## src/rtl/mfe_pkg.sv

```systemverilog
package mfe_pkg;

    localparam int ADDR_W     = 5;
    localparam int DATA_W     = 16;
    localparam int FRAME_BITS = 32;
    // bits of the frame that are driven on a read (start, opcode, addresses)
    localparam int RD_DRIVEN  = 14;
    // first data bit position within the frame
    localparam int DATA_POS   = 16;

    localparam logic [1:0] START_PAT = 2'b01;
    localparam logic [1:0] OPC_READ  = 2'b10;
    localparam logic [1:0] OPC_WRITE = 2'b01;
    localparam logic [1:0] TA_WRITE  = 2'b10;

    typedef enum logic [1:0] {
        ST_IDLE,
        ST_RUN,
        ST_FIN
    } eng_state_t;

    typedef struct packed {
        logic              write;
        logic [ADDR_W-1:0] phy;
        logic [ADDR_W-1:0] regad;
        logic [DATA_W-1:0] wdata;
    } mgmt_req_t;

    typedef struct packed {
        logic oe;
        logic dout;
        logic capture;
    } pin_drive_t;

    function automatic logic [FRAME_BITS-1:0] build_frame(input mgmt_req_t r);
        logic [1:0]        opc;
        logic [1:0]        ta;
        logic [DATA_W-1:0] dat;
        opc = r.write ? OPC_WRITE : OPC_READ;
        ta  = r.write ? TA_WRITE : 2'b00;
        dat = r.write ? r.wdata : '0;
        return {START_PAT, opc, r.phy, r.regad, ta, dat};
    endfunction

endpackage

```

## src/rtl/mfe_clkgen.sv

```systemverilog
module mfe_clkgen #(
    parameter int DIV = 4
) (
    input  logic clk,
    input  logic rst,
    input  logic run,
    output logic mdc,
    output logic rise_nxt,
    output logic fall_nxt
);
    localparam int CW = (DIV > 1) ? $clog2(DIV) : 1;
    localparam logic [CW-1:0] LAST = CW'(DIV - 1);

    logic [CW-1:0] cnt;
    logic          wrap;

    assign wrap     = run && (cnt == LAST);
    assign rise_nxt = wrap && !mdc;
    assign fall_nxt = wrap && mdc;

    always_ff @(posedge clk) begin
        if (rst || !run) begin
            cnt <= '0;
            mdc <= 1'b0;
        end else if (wrap) begin
            cnt <= '0;
            mdc <= ~mdc;
        end else begin
            cnt <= cnt + 1'b1;
        end
    end
endmodule

```

## src/rtl/mfe_bitplan.sv

```systemverilog
module mfe_bitplan
    import mfe_pkg::*;
#(
    parameter int PRE_LEN = 32,
    parameter int IDX_W   = 7
) (
    input  logic [IDX_W-1:0]      idx,
    input  logic [FRAME_BITS-1:0] frame,
    input  logic                  write,
    output pin_drive_t            drv
);
    always_comb begin
        int i;
        int pos;
        i   = int'(idx);
        pos = i - PRE_LEN;
        drv = '0;
        if (i < PRE_LEN) begin
            drv.oe   = 1'b1;
            drv.dout = 1'b1;
        end else if (pos < FRAME_BITS) begin
            drv.oe      = write || (pos < RD_DRIVEN);
            drv.dout    = drv.oe ? frame[5'(FRAME_BITS - 1 - pos)] : 1'b0;
            drv.capture = !write && (pos >= DATA_POS);
        end
    end
endmodule

```

## src/rtl/mfe_capture.sv

```systemverilog
module mfe_capture #(
    parameter int W = 16
) (
    input  logic         clk,
    input  logic         rst,
    input  logic         shift_en,
    input  logic         din,
    output logic [W-1:0] data
);
    always_ff @(posedge clk) begin
        if (rst) begin
            data <= '0;
        end else if (shift_en) begin
            data <= {data[W-2:0], din};
        end
    end
endmodule

```

## src/rtl/mgmt_frame_engine.sv

```systemverilog
module mgmt_frame_engine
    import mfe_pkg::*;
#(
    parameter int DIV     = 4,
    parameter int PRE_LEN = 32
) (
    input  logic        clk,
    input  logic        rst,
    input  logic        req_valid,
    input  logic        req_write,
    input  logic [4:0]  req_phy,
    input  logic [4:0]  req_reg,
    input  logic [15:0] req_wdata,
    input  logic        phy_rst_req,
    output logic        busy,
    output logic        done,
    output logic [15:0] rdata,
    output logic        mdc,
    output logic        mdio_oe,
    output logic        mdio_o,
    input  logic        mdio_i,
    output logic        phy_rst_n
);
    localparam int TOTAL = PRE_LEN + FRAME_BITS + 1;
    localparam int IDX_W = $clog2(TOTAL + 1);
    localparam logic [IDX_W-1:0] LAST_IDX = IDX_W'(TOTAL - 1);

    eng_state_t            state;
    logic [IDX_W-1:0]      idx;
    logic [FRAME_BITS-1:0] frame;
    logic                  is_wr;
    logic                  oe_q, o_q, done_q, prst_n_q;
    logic                  run, rise_nxt, fall_nxt;
    mgmt_req_t             req;
    logic [IDX_W-1:0]      nxt_idx;
    logic [FRAME_BITS-1:0] nxt_frame;
    logic                  nxt_wr;
    pin_drive_t            drv_nxt, drv_cur;

    assign req = '{write: req_write, phy: req_phy, regad: req_reg, wdata: req_wdata};
    assign run = (state == ST_RUN);

    assign nxt_idx   = run ? idx + 1'b1 : '0;
    assign nxt_frame = run ? frame : build_frame(req);
    assign nxt_wr    = run ? is_wr : req_write;

    mfe_clkgen #(.DIV(DIV)) u_clk (
        .clk(clk), .rst(rst), .run(run),
        .mdc(mdc), .rise_nxt(rise_nxt), .fall_nxt(fall_nxt)
    );

    mfe_bitplan #(.PRE_LEN(PRE_LEN), .IDX_W(IDX_W)) u_plan_nxt (
        .idx(nxt_idx), .frame(nxt_frame), .write(nxt_wr), .drv(drv_nxt)
    );

    mfe_bitplan #(.PRE_LEN(PRE_LEN), .IDX_W(IDX_W)) u_plan_cur (
        .idx(idx), .frame(frame), .write(is_wr), .drv(drv_cur)
    );

    mfe_capture #(.W(DATA_W)) u_cap (
        .clk(clk), .rst(rst),
        .shift_en(run && rise_nxt && drv_cur.capture),
        .din(mdio_i), .data(rdata)
    );

    always_ff @(posedge clk) begin
        if (rst) begin
            state    <= ST_IDLE;
            idx      <= '0;
            frame    <= '0;
            is_wr    <= 1'b0;
            oe_q     <= 1'b0;
            o_q      <= 1'b0;
            done_q   <= 1'b0;
            prst_n_q <= 1'b0;
        end else begin
            prst_n_q <= ~phy_rst_req;
            done_q   <= 1'b0;
            unique case (state)
                ST_IDLE: begin
                    if (req_valid) begin
                        state <= ST_RUN;
                        idx   <= '0;
                        frame <= nxt_frame;
                        is_wr <= req_write;
                        oe_q  <= drv_nxt.oe;
                        o_q   <= drv_nxt.dout;
                    end
                end
                ST_RUN: begin
                    if (fall_nxt) begin
                        if (idx == LAST_IDX) begin
                            state <= ST_FIN;
                            oe_q  <= 1'b0;
                            o_q   <= 1'b0;
                        end else begin
                            idx  <= nxt_idx;
                            oe_q <= drv_nxt.oe;
                            o_q  <= drv_nxt.dout;
                        end
                    end
                end
                ST_FIN: begin
                    done_q <= 1'b1;
                    state  <= ST_IDLE;
                end
                default: state <= ST_IDLE;
            endcase
        end
    end

    assign busy      = run;
    assign done      = done_q;
    assign mdio_oe   = oe_q;
    assign mdio_o    = o_q;
    assign phy_rst_n = prst_n_q;
endmodule

```

## config.mk

```make
export PLATFORM = sky130hd
export DESIGN_NAME = mgmt_frame_engine
export DESIGN_NICKNAME = d
export VERILOG_FILES = /design/src/rtl/mfe_pkg.sv /design/src/rtl/mfe_clkgen.sv /design/src/rtl/mfe_bitplan.sv /design/src/rtl/mfe_capture.sv /design/src/rtl/mgmt_frame_engine.sv
export SDC_FILE = /design/constraint.sdc
export NUM_CORES = 1
export LEC_CHECK = 0
export BUFFER_PORTS_ARGS = -buffer_cell sky130_fd_sc_hd__buf_2
export CAP_MARGIN = 0
export CORE_UTILIZATION = 59
export CTS_CLUSTER_SIZE = 28
export DETAILED_ROUTE_END_ITERATION = 6
export HOLD_SLACK_MARGIN = 0.05
export PLACE_DENSITY = 0.84
export SLEW_MARGIN = 20
export SYNTH_ARGS = -nofsm -noshare
export SYNTH_HDL_FRONTEND = slang
export SYNTH_SLANG_ARGS = --single-unit
```

## constraint.sdc

```tcl
create_clock -name clk -period 3.8 [get_ports clk]
set_input_delay 0.57 -clock clk [delete_from_list [all_inputs] [get_ports clk]]
set_output_delay 0.57 -clock clk [all_outputs]
set_load 0.05 [all_outputs]
```

# [Word-level counts from Yosys, hierarchy flattened]
# Cells that the tools add are included.
# Widths: inputs -> output; s select.
[word_totals] register_bits=65 inputBits=32 out_inout_bits=22 wordCells=85
[classes] addsub=5 order_cmp=8 eq_ne=8 muxes=31 bitwise_logic=2 n_reduce_logical=20
[op_table] operator="$mux 32" count=1
[op_table] operator="$mux 7" count=4
[op_table] operator="$ge 8x6->1 const B" count=2
[op_table] operator="$lt 8x7->1 const B" count=2
[op_table] operator="$mux 16" count=1
[op_table] operator="$sub 7x6->8 const B" count=2
[op_table] operator="$lt 7x6->1 const B" count=2
[op_table] operator="$pmux 7 s2" count=1
[op_table] operator="$mux 1" count=13
[op_table] operator="$mux 2" count=6
[op_table] operator="$lt 8x5->1 const B" count=1
[op_table] operator="$add 7x1->7 const B" count=1
[op_table] operator="$eq 7x7->1 const B" count=1
[op_table] operator="$logic_and 1x1->1" count=7
[op_table] operator="$lt 5x7->1 const B" count=1
[op_table] operator="$reduce_and 3->1" count=2
[op_table] operator="$bmux 1 s5" count=1
[op_table] operator="$sub 1x5->5 const A" count=1
[op_table] operator="$eq 2x2->1 const B" count=2
[op_table] operator="$logic_not 1->1" count=4
[op_table] operator="$ne 2x1->1 const B" count=2
[op_table] operator="$ne 2x2->1 const B" count=2
[op_table] operator="$pmux 1 s2" count=2
[op_table] operator="$pmux 2 s2" count=1
[op_table] operator="other kinds (10)" count=12

# [Logic depth before layout (Yosys ltp)]
[logic_depth] word_depth=13 mapped_depth=11 depth_no_buf=10

# [By module]
# A second synthesis with hierarchy kept.
[hier_totals] hier_cells=444 area_unflattened_um2=3722.3
[modules_own_cells] mod="mgmt_frame_engine" instances=1 cells_each=320 area_each_um2=2268.4 seq_area_each_um2=920.9
[modules_own_cells] mod="mfe_bitplan" instances=2 cells_each=30 area_each_um2=377.9 seq_area_each_um2=0.0
[modules_own_cells] mod="mfe_capture" instances=1 cells_each=52 area_each_um2=580.6 seq_area_each_um2=320.3
[modules_own_cells] mod="mfe_clkgen" instances=1 cells_each=12 area_each_um2=117.6 seq_area_each_um2=60.1

# [Least setup slack after synthesis]
# Ideal clock, no wire load.
[synth_timing] path_kind="reg-to-reg" startpoint="register idx[0]" endpoint="register o_q (netlist: mdio_o)" setup_ps=126 arrival_ps=1970 required_time_ps=3674 setup_slack_ps=1704 stages_incl_launch_ff=12 n_path_buf=1 synth_period_minus_slack_ps=2096 path_cell_list="dfxtp_1 -> buf_4 -> inv_2 -> nor3_2 -> xnor2_1 -> nor2_1 -> inv_1 -> ha_1 -> nand3_1 -> o31a_1 -> nor3_1 -> o31ai_1"
[synth_between] elab_chain_len=13 word_cells_on_any_way=19 cone_classes="add/sub: 3; order compare: 3; eq/ne: 1; mux: 11; reduce/logical: 1"
[synth_rtl] item="start: declaration" line_no="mgmt_frame_engine.sv:29" rtl="logic [IDX_W-1:0] idx;"
[synth_rtl] item="start signal: assignment" line_no="mgmt_frame_engine.sv:97" rtl="idx <= nxt_idx;"
[synth_rtl] item="$add 7x1->7" line_no="mgmt_frame_engine.sv:43" rtl="assign nxt_idx = run ? idx + 1'b1 : '0;"
[synth_rtl] item="$mux 7" line_no="mgmt_frame_engine.sv:43"
[synth_rtl] item="$sub 7x6->8" line_no="mfe_bitplan.sv:16" rtl="pos = i - PRE_LEN;"
[synth_rtl] item="$sub 1x5->5" line_no="mfe_bitplan.sv:23" rtl="drv.dout = drv.oe ? frame[5'(FRAME_BITS - 1 - pos)] : 1'b0;"
[synth_rtl] item="$bmux 1 s5" line_no="mfe_bitplan.sv:23"
[synth_rtl] item="$mux 1 (implied by the code) (2 in a row)" line_no="mfe_bitplan.sv:23"
[synth_rtl] item="$mux 1" line_no="mfe_bitplan.sv:23"
[synth_rtl] item="$mux 3" line_no="mfe_bitplan.sv:21" rtl="end else if (pos < FRAME_BITS) begin"
[synth_rtl] item="$mux 2" line_no="mfe_bitplan.sv:18" rtl="if (i < PRE_LEN) begin"
[synth_rtl] item="$mux 1" line_no="mgmt_frame_engine.sv:92" rtl="if (idx == LAST_IDX) begin"
[synth_rtl] item="$mux 1" line_no="mgmt_frame_engine.sv:91" rtl="if (fall_nxt) begin"
[synth_rtl] item="$pmux 1 s2 (*)" line_no="mgmt_frame_engine.sv:79" rtl="unique case (state)"
[synth_rtl] item="end signal: assignment" line_no="mgmt_frame_engine.sv:87" rtl="o_q <= drv_nxt.dout;"
[synth_rtl] item="end signal: assignment" line_no="mgmt_frame_engine.sv:99" rtl="o_q <= drv_nxt.dout;"
[synth_rtl] item="end: declaration" line_no="mgmt_frame_engine.sv:32" rtl="logic oe_q, o_q, done_q, prst_n_q;"
# Mark *: on every way between the ends. The rest lies on a longest branch, timed or not. The select of a mux whose other input is x is not followed.
# A chain may end at the register's enable or synchronous reset.

# [Final worst setup path]
[layout_timing] startpoint="register state[0]" endpoint="output busy"
[layout_between] elab_chain_len=1
[layout_rtl] item="start: declaration" line_no="mgmt_frame_engine.sv:28" rtl="eng_state_t state;"
[layout_rtl] item="start signal: assignment" line_no="mgmt_frame_engine.sv:68" rtl="state <= ST_IDLE;"
[layout_rtl] item="start signal: assignment" line_no="mgmt_frame_engine.sv:82" rtl="state <= ST_RUN;"
[layout_rtl] item="start signal: assignment" line_no="mgmt_frame_engine.sv:93" rtl="state <= ST_FIN;"
[layout_rtl] item="$eq 2x1->1" line_no="mgmt_frame_engine.sv:41" rtl="assign run = (state == ST_RUN);"
[layout_rtl] item="end: declaration" line_no="mgmt_frame_engine.sv:15" rtl="output logic busy,"
# Every way passes these cells.

==> out/qor.yml <==
outcome: "complete, no violations"
die_area_mm2: 0.00518
die_w_um: 72.0
r2r_end: "mdio_o$_SDFFE_PP0P_"
synth.distinct_cells: 45
clock_sinks: 65
layout-drive-gt1-share_pct: 22.8
io_buffers: 53
finalSetupTns_ps: 0
worst_pin_slew_ps: 1010
ant_nets: 0
synth_async_sr_flop_share_pct: 0
cts_tree: "yes"
clkSlewWorstSetupHoldPaths_ps: 60
fillers: 358
start_util_pct: 61.2
vias_per_cell: 5.51
grt_pass1_wl_mm: 10.4
layout_commonest_cell: "dfxtp_1"
cap_violations: 0
rsz0062_at_grt: "false"
synth_compound_gate_area_share_pct: 10.9
antenna_found_initial: 0
vias: 2398
fin_crit_ps: 2340
synth_edf_count: 0
critPathMaxFanout: 13
synthMuxAreaShare_pct: 13.8
r2r-start: "idx[0]$_SDFFE_PP0P_"
synth-seq-area-share_pct: 45.0
syn_area_mm2: 0.00289
min_path_type: "primary input to flip-flop"
syn-num-nets: 356
clk_latency_ps: 340
grt_usage_pct: 26.1
cp.required_ps: 3230
globalRouteOverflowTotal: 0
root_buffer: "clkbuf_8"
crit_arrival_ps: 1770
fin_cells: 435
drt_iter0_markers: 157
synth_ff_type: "dfxtp_1"
synth-xor-area-share_pct: 2.42
cp-end-kind: "primary output"
postCtsSetupRepairBufs: 0
layout_common_cells: "dfxtp_1, buf_2, nand2_1"
wirelength_mm: 6.05
ys_warn_count: 0
r2r_slack_ps: 1500
syn_inst: 317
ir_worst_vdd_v: 0.000319
route.detailed.drc: 0
period_share_pct: 61.7
avgSynthCellArea_um2: 9.12
total_power_mw: 1.42
ios: 54
critPathCapture: "busy"
grt_pass1_vias: 2381
n_antenna_cell: 0
rows: 25
synthAdderAreaFrac_pct: 3.03
area_growth_syn_to_layout_pct: 16.0
power_density_mw_per_mm2: 423
cp-start-kind: "flip-flop"
hpwlAfterDp_mm: 4.26
skew_ps: 4.20
yosys.area_share.simple_pct: 20.6
place_congestion: 0.926
cts_buffer_depth: 2
crit_chain: "nand2b_1 > inv_2 > buf_2"
slowest_stage: "dfxtp_1"
drt_pass1_iterations: 4
core_mm2: 0.00472
hold_buffers: 0
cts_resized: 0
dp_cells: 419
p_leak_nw: 1.46
setup_viol: 0
multiInputGateArea_mm2: 0.00147
nets: 402
fmax_mhz: 426
hold_viol: 0
cpPeakStageDelay_ps: 500
wire_per_inst_um: 13.9
worst-setup-path-type: "flip-flop to primary output"
cts_made_buffers: 9
htreeDepth: 3
final_max_slew_viol_count: 0
startpoint: "state[0]$_SDFFE_PP0P_"
die_y_um: 72.0
ys_ff_latch: 65
relSlewSlack_pct: 32.6
synth_top_family_by_area: "simple AND/OR/NAND/NOR gates"
grt_max_degree: 46
reg2reg_depth: 7
regArea_mm2: 0.00130
power breakdown:
part	total [mW]	switching (mW)	leakage, nW	internal (mW)
sequential	0.718	0.0145	0.529	0.703
combinational	0.137	0.0846	0.833	0.0528
clock	0.562	0.243	0.0974	0.319
total	1.42	0.342	1.46	1.08
cells in the mapped netlist (2+ instances only):
master	count	share of area [%]
a21oi_1	27	4.7
a22oi_1	5	1.3
a31oi_1	2	0.43
and2_1	2	0.43
buf_2	4	0.69
buf_4	2	0.52
clkbuf_1	13	1.7
dfxtp_1	65	45
ha_1	7	3.0
inv_1	4	0.52
inv_2	2	0.26
mux2i_1	23	8.0
mux4_2	7	5.5
nand2_1	47	6.1
nand2b_1	2	0.43
nand3_1	20	3.5
nor2_1	37	4.8
nor3_1	5	0.87
nor3b_1	4	1.0
nor4_1	5	1.1
o211ai_1	2	0.52
o21ai_0	3	0.52
xnor2_1	7	2.1
layout make-up:
class | instances | share of cell area (%)
Timing Repair Buffer | 56 | 8.59
Sequential cell | 65 | 38.8
Multi-Input combinational cell | 225 | 43.8
Tap cell | 67 | 2.50
Clock buffer | 13 | 4.44
Inverter | 6 | 0.672
Clock inverter | 3 | 1.19
sequential cells by signal (all words and copies together) (netlist names):
signal,flops
mdio_o,1
idx,7
frame,32
state,2
u_clk.cnt,2
phy_rst_n,1
u_clk.mdc,1
is_wr,1
mdio_oe,1
u_cap.data,16
done,1
routing by layer:
metal  track usage, %  part of all wire, %  vias up
li1                 -                    -     1192
met1             29.1                   41     1111
met2             44.8                   51       73
met3             5.97                  4.9       22
met4             17.0                  3.1        0
met5                0                    0        -
worst max-delay path: cells and delay by family, from the launching register on:
kind / cells / cell delay [ps]
flip-flops: 1 / 500
AND/OR/NAND/NOR: 1 / 350
buffers and inverters: 2 / 580
stage by stage:
stage                     hold WS (ps)  instance area (um2)  setup WS, ps  utilization [%]
after global placement             424                 3160          1550             67.0
after floorplan                    408                 2890          1700                -
after CTS                          360                 3350          1450             71.0
after detailed placement           431                 3160          1510             67.0
after global routing               376                 3350          1330             71.0
final                              372                 3350          1460             71.0
worst min-delay path by stage:
| stage | start | to | cells past startpoint |
|---|---|---|---|
| final | phy_rst_req | phy_rst_n$_SDFF_PP0_ | 2 |
| after detailed placement | u_clk.cnt[0]$_SDFF_PP0_ | u_clk.cnt[0]$_SDFF_PP0_ | 1 |
| after floorplan | u_clk.cnt[0]$_SDFF_PP0_ | u_clk.cnt[0]$_SDFF_PP0_ | 1 |
| after global routing | phy_rst_req | phy_rst_n$_SDFF_PP0_ | 2 |
| after CTS | phy_rst_req | phy_rst_n$_SDFF_PP0_ | 2 |
| after global placement | u_clk.cnt[0]$_SDFF_PP0_ | u_clk.cnt[0]$_SDFF_PP0_ | 1 |
kinds of logic after synthesis:
| kind of cell | Yosys count |
|---|---|
| flip-flops | 65 |
| multiplexers | 31 |
| adder cells (fa/ha/maj) | 7 |
| AND/OR/NAND/NOR | 130 |
| buffers and inverters | 27 |
| XOR/XNOR | 8 |
| AO/OA/AOI/OAI | 49 |
(Power assumes the default switching activity.)
